File: src/rtl/gpio_port_pkg.sv
package gpio_port_pkg;
  localparam int PORT_W = 8;
  localparam int ADDR_W = 2;

  typedef enum logic [1:0] {
    MODE_SINGLE = 2'd0,
    MODE_BOOT   = 2'd1,
    MODE_EXPAND = 2'd2,
    MODE_TEST   = 2'd3
  } port_mode_e;

  typedef enum logic [ADDR_W-1:0] {
    SEL_DATA = 2'd0,
    SEL_DIR  = 2'd1,
    SEL_CTRL = 2'd2,
    SEL_NONE = 2'd3
  } reg_sel_e;

  // Bus modes hand the pins to the external data bus.
  function automatic logic is_bus_mode(input logic [1:0] m);
    return m[1];
  endfunction

  // Read-back mix: outputs return latch, inputs return pin level.
  function automatic logic [PORT_W-1:0] mix_read(input logic [PORT_W-1:0] latch,
                                                 input logic [PORT_W-1:0] dir,
                                                 input logic [PORT_W-1:0] pins);
    return (dir & latch) | (~dir & pins);
  endfunction
endpackage

File: src/rtl/gpio_port_regs.sv
module gpio_port_regs
  import gpio_port_pkg::*;
(
  input  logic              clk,
  input  logic              rst_n,
  input  logic [ADDR_W-1:0] addr_i,
  input  logic              wr_i,
  input  logic [PORT_W-1:0] wdata_i,
  input  logic [PORT_W-1:0] pins_i,
  output logic [PORT_W-1:0] rdata_o,
  output logic [PORT_W-1:0] latch_o,
  output logic [PORT_W-1:0] dir_o,
  output logic              od_en_o
);
  logic wr_data, wr_dir, wr_ctrl;

  assign wr_data = wr_i && (addr_i == SEL_DATA);
  assign wr_dir  = wr_i && (addr_i == SEL_DIR);
  assign wr_ctrl = wr_i && (addr_i == SEL_CTRL);

  always_ff @(posedge clk) begin
    if (!rst_n) begin
      latch_o <= '0;
      dir_o   <= '0;
      od_en_o <= 1'b0;
    end else begin
      if (wr_data) latch_o <= wdata_i;
      if (wr_dir)  dir_o   <= wdata_i;
      if (wr_ctrl) od_en_o <= wdata_i[0];
    end
  end

  always_comb begin
    unique case (addr_i)
      SEL_DATA: rdata_o = mix_read(latch_o, dir_o, pins_i);
      SEL_DIR:  rdata_o = dir_o;
      SEL_CTRL: rdata_o = {{(PORT_W-1){1'b0}}, od_en_o};
      default:  rdata_o = '0;
    endcase
  end

  // a data write lands in the latch on the next edge
  p_latch_write_r2: assert property (@(posedge clk) disable iff (!rst_n)
    wr_data |=> (latch_o == $past(wdata_i)));
  // a direction write lands on the next edge
  p_dir_write_r5: assert property (@(posedge clk) disable iff (!rst_n)
    wr_dir |=> (dir_o == $past(wdata_i)));
endmodule

File: src/rtl/gpio_pad_ctrl.sv
module gpio_pad_ctrl
  import gpio_port_pkg::*;
(
  input  logic              clk,
  input  logic              rst_n,
  input  logic [1:0]        mode_i,
  input  logic [PORT_W-1:0] latch_i,
  input  logic [PORT_W-1:0] dir_i,
  input  logic              od_en_i,
  input  logic [PORT_W-1:0] bus_dout_i,
  input  logic              bus_doe_i,
  output logic [PORT_W-1:0] pad_out_o,
  output logic [PORT_W-1:0] pad_oe_o
);
  logic bus_take;
  logic od_active;

  assign bus_take  = is_bus_mode(mode_i);
  assign od_active = od_en_i && !bus_take;

  for (genvar i = 0; i < PORT_W; i++) begin : g_pin
    logic port_out, port_oe;
    always_comb begin
      if (od_active) begin
        port_out = 1'b0;
        port_oe  = dir_i[i] && !latch_i[i];
      end else begin
        port_out = latch_i[i];
        port_oe  = dir_i[i];
      end
    end
    assign pad_out_o[i] = bus_take ? bus_dout_i[i] : port_out;
    assign pad_oe_o[i]  = bus_take ? bus_doe_i     : port_oe;
  end

  // open-drain never drives a high level in stand-alone modes
  p_od_no_high_r6: assert property (@(posedge clk) disable iff (!rst_n)
    (od_en_i && !mode_i[1]) |-> ((pad_oe_o & pad_out_o) == '0));
  // an input-direction pin is never driven in stand-alone modes
  p_input_released_r3: assert property (@(posedge clk) disable iff (!rst_n)
    !mode_i[1] |-> ((pad_oe_o & ~dir_i) == '0));
endmodule

File: src/rtl/gpio_bidir_port.sv
module gpio_bidir_port
  import gpio_port_pkg::*;
(
  input  logic              clk,
  input  logic              rst_n,
  input  logic [1:0]        mode_i,
  input  logic [ADDR_W-1:0] reg_addr_i,
  input  logic              reg_wr_i,
  input  logic [PORT_W-1:0] reg_wdata_i,
  output logic [PORT_W-1:0] reg_rdata_o,
  input  logic [PORT_W-1:0] bus_dout_i,
  input  logic              bus_doe_i,
  output logic [PORT_W-1:0] bus_din_o,
  output logic [PORT_W-1:0] pad_out_o,
  output logic [PORT_W-1:0] pad_oe_o,
  input  logic [PORT_W-1:0] pad_in_i
);
  logic [PORT_W-1:0] latch_q, dir_q;
  logic              od_en_q;

  gpio_port_regs u_regs (
    .clk(clk), .rst_n(rst_n), .addr_i(reg_addr_i), .wr_i(reg_wr_i),
    .wdata_i(reg_wdata_i), .pins_i(pad_in_i), .rdata_o(reg_rdata_o),
    .latch_o(latch_q), .dir_o(dir_q), .od_en_o(od_en_q)
  );

  gpio_pad_ctrl u_pads (
    .clk(clk), .rst_n(rst_n), .mode_i(mode_i), .latch_i(latch_q),
    .dir_i(dir_q), .od_en_i(od_en_q), .bus_dout_i(bus_dout_i),
    .bus_doe_i(bus_doe_i), .pad_out_o(pad_out_o), .pad_oe_o(pad_oe_o)
  );

  assign bus_din_o = pad_in_i;

  // the edge leaving reset finds every pin released
  p_reset_released_r1: assert property (@(posedge clk) disable iff (!rst_n)
    ($rose(rst_n) && !mode_i[1]) |-> (pad_oe_o == '0));
  // bus modes enable all pads together or none
  p_bus_uniform_oe_r7: assert property (@(posedge clk) disable iff (!rst_n)
    mode_i[1] |-> (pad_oe_o == '0 || pad_oe_o == '1));
endmodule

File: config.mk
export PLATFORM = sky130hd
export DESIGN_NAME = gpio_bidir_port
export DESIGN_NICKNAME = d
export VERILOG_FILES = /design/src/rtl/gpio_port_pkg.sv /design/src/rtl/gpio_port_regs.sv /design/src/rtl/gpio_pad_ctrl.sv /design/src/rtl/gpio_bidir_port.sv
export SDC_FILE = /design/constraint.sdc
export NUM_CORES = 1
export LEC_CHECK = 0
export BUFFER_PORTS_ARGS = -buffer_cell sky130_fd_sc_hd__buf_2
export CORE_AREA = 2 2 43 74
export DETAILED_ROUTE_END_ITERATION = 10
export DIE_AREA = 0 0 45 76
export PLACE_DENSITY = 0.82
export SLEW_MARGIN = 5
export SYNTH_ARGS = -nofsm -noshare
export SYNTH_HDL_FRONTEND = slang
export SYNTH_SLANG_ARGS = --single-unit
export TNS_END_PERCENT = 20
File: constraint.sdc
create_clock -name clk -period 1.13 [get_ports clk]
set_clock_uncertainty 0.05 [all_clocks]
set_input_delay 0.0565 -clock clk [delete_from_list [all_inputs] [get_ports clk]]
set_output_delay 0.0565 -clock clk [all_outputs]
set_load 0.02 [all_outputs]
==> impl_results.md <==
- Die Ht: 76 µm
- CP peak stage delay: 0.49 ns
- Setup TNS: -3.00 ns
- Register bit count reported by yosys: 17
- Clock Path Buffers: 2
- Via count: 1231
- Clock Sinks: 17
- CTS clk-pin slew, worst paths: 0.06 ns
- Total CTS buffers: 3
- Hold WS: 0.0205 ns
- GP Congestion: 0.760
- I/O Pins: 64
- DRC viols: 0
- Post-Synthesis Cells: 151
- Crit. End Element: primary output
- Worst path slowest cell: or4b_4
- Yosys warning count: 0
- Highest Clock Rate: 0.709 GHz
- Cell Pwr Density: 921 nW/µm²
- Period utilization: 125%
- Grt ovf: 0
- Crit path cell chain: or4b_4, o311ai_4, buf_6
- CTS tree: built
- Initial antenna violation count: 0
- Rel. slew slack: 79.4%
- R2r worst-path depth: 3
- Final wirelength: roughly 2900 µm
- Crit path launch type: flip-flop
- Post-DRT Antenna Nets: 0
- Post-CTS Setup Inserts: 0
- Crit path required time: 1.02 ns
- Die W: 45 µm
- Avg Inst Size Synth: 7.77 µm²
- DR WL/cell: between 10 and 15 µm
- Largest net degree at the start of global routing: 20
- Synthesized area: 1170 µm²
- Failing checks: setup timing
- Core Area: 2860 µm²
- Worst-Margin Slew: 0.309 ns
- Post-layout net count: ~250
- Worst min-delay path class: input pin to flip-flop
- Worst R2R Setup Slack: around 0.36 ns
- WS Path Type: flip-flop to primary output
- Fill count: 268
- Finished Core Util: 58.3%
- Multi-input gate area: roughly 730 µm²
- Total GRT Usage: 18.4%
- Final Worst Setup Slack: -0.280 ns
- First-pass GRT wire length: 4860 µm
- Sequential area share after synthesis: just under 30%
- Worst-path fanout max: 2
- Final hold violations: 0
- Leak pwr: about 0.00080 µW
- Worst Path Arrival: 1.30 ns
- Initial DRC Count: 20
- Hold depth: 3
- Final HPWL DP: between 2000 and 2500 µm
- Starting density of the core: 41.0%
- # rows: 26
- H-tree levels: 1
- Die area: about 3400 µm²
- Count of final setup violators: 24
- Syn Nets: 183
- Area grow syn2layout: 42.3%
- Post-synth cell types: 19
- Share of layout cells above drive strength 1: 44.3%
- Status: finished, violations left
- RSZ-0062 raised after global routing: true
- VDD IR-drop max: 0.951 mV
- Skew-Pair Late Insertion Delay: ~0.25 ns
- Vias in the first global route: ~1.1k
- Vias/cell: 5.13
- Max Cap Viol: 0
- Critical Path Source: u_regs.dir_o[0]
- Drt first pass iters: 4
- Worst r2r src: u_regs.od_en_o
- Slew Limit Fails: 0
- Clock root buffer: clkbuf_8
- Antenna Cells: 0
- Worst r2r dst: u_regs.od_en_o
- FF/Latch Area: 344 µm²
- Tmin final: around 1.4 ns
- CP endpoint: reg_rdata_o[0]
- PortBufs: a little over 60
[layer usage]
| layer | wire (µm) | global-route usage [%] | vias to the layer above | part of all wire [%] |
|---|---|---|---|---|
| met3 | 175 | 1.90 | 6 | 6.0 |
| met2 | 1510 | 32.0 | 46 | 52 |
| met4 | 69 | 7.06 | 0 | 2.4 |
| met1 | 1160 | 21.7 | 553 | 40 |
| met5 | 0 | 0 | - | 0 |
| li1 | - | - | 626 | - |
[registers in the layout, summed over array words and instances (netlist names)]
name,flops
u_regs.od_en_o,1
u_regs.dir_o,8
u_regs.latch_o,8
[stage by stage]
step / cells / cell area, µm² / worst slack [ns] / total power (µW)
floorplan: 151 / 1180 / 0.000942 / 926
global placement: 236 / 1530 / -0.0770 / 1060
detailed placement: 236 / 1530 / -0.0892 / 1070
CTS: 240 / 1620 / -0.297 / 1530
global route: 240 / 1670 / -0.330 / 1630
finish: 240 / 1670 / -0.280 / 1540
[where the power goes]
group	switching, µW	internal, µW
Clock	187	250
Sequential	16.6	622
Combinational	248	215
[how the worst min path moves through the flow]
stage	startpoint	end	slack, ns
2_1_floorplan	reg_wdata_i[1]	u_regs.dir_o[1]	0.17
3_3_place_gp	reg_wdata_i[7]	u_regs.dir_o[7]	0.28
3_5_place_dp	pad_in_i[0]	bus_din_o[0]	0.29
4_1_cts	reg_wdata_i[2]	u_regs.dir_o[2]	0.03
5_1_grt	reg_wdata_i[2]	u_regs.dir_o[2]	0.04
6_report	reg_wdata_i[2]	u_regs.dir_o[2]	0.02
[layout by cell type, fill, tap and decap left out, drive strengths merged]
| master | n |
|---|---|
| nand2b | 8 |
| nand2 | 41 |
| a31o | 8 |
| inv | 2 |
| buf | 78 |
| a21oi | 7 |
| o311ai | 1 |
| o21ai | 15 |
| or4b | 1 |
| mux2i | 17 |
| and2 | 1 |
| dfxtp | 17 |
| nand3b | 3 |
| or3b | 7 |
| nor2 | 1 |
| clkbuf | 4 |
| nor3b | 1 |
[cells in the mapped netlist]
master / count / area [µm²]
a21oi_1: 7 / 35.0
nand2b_1: 8 / 50.1
nor3b_2: 1 / 12.5
and2_1: 1 / 6.26
inv_1: 2 / 7.51
nand3b_1: 3 / 22.5
nor2_1: 1 / 3.75
o21ai_1: 11 / 55.1
or3b_1: 7 / 61.3
o21ai_0: 4 / 20.0
dfxtp_1: 17 / 340
buf_4: 9 / 67.6
o311ai_1: 1 / 8.76
buf_2: 9 / 45.0
or4b_1: 1 / 10.0
buf_6: 3 / 33.8
mux2i_1: 17 / 170
a31o_1: 8 / 70.1
nand2_1: 41 / 154
[final cells by class]
class	count	share of cell area [%]
Sequential cell	17	20.6
Clock buffer	4	2.70
Multi-Input combinational cell	111	43.8
Tap cell	28	2.10
Timing Repair Buffer	78	30.3
Inverter	2	0.449
[cells by family after synthesis]
group,after synthesis,share of synthesized area (%)
simple gates,63,27.3
compound gates,31,16.1
buf+inv,23,13.1
mux,17,14.5
flops,17,29.0
[worst max-delay path: cells and delay by family, from the launching register on]
kind | cells | cell delay, ns
and+or+nand+nor | 1 | 0.49
DFF | 1 | 0.32
buffers and inverters | 1 | 0.15
AOI/OAI and AO/OA | 1 | 0.10
[repair_timing]
| action | in CTS | in global routing |
|---|---|---|
| hold buffers | 0 | 0 |
| gates resized for setup | 20 | 13 |
| setup endpoints to repair | 24 | 24 |
| pin swaps | 6 | 5 |
(Power assumes the default switching activity.)
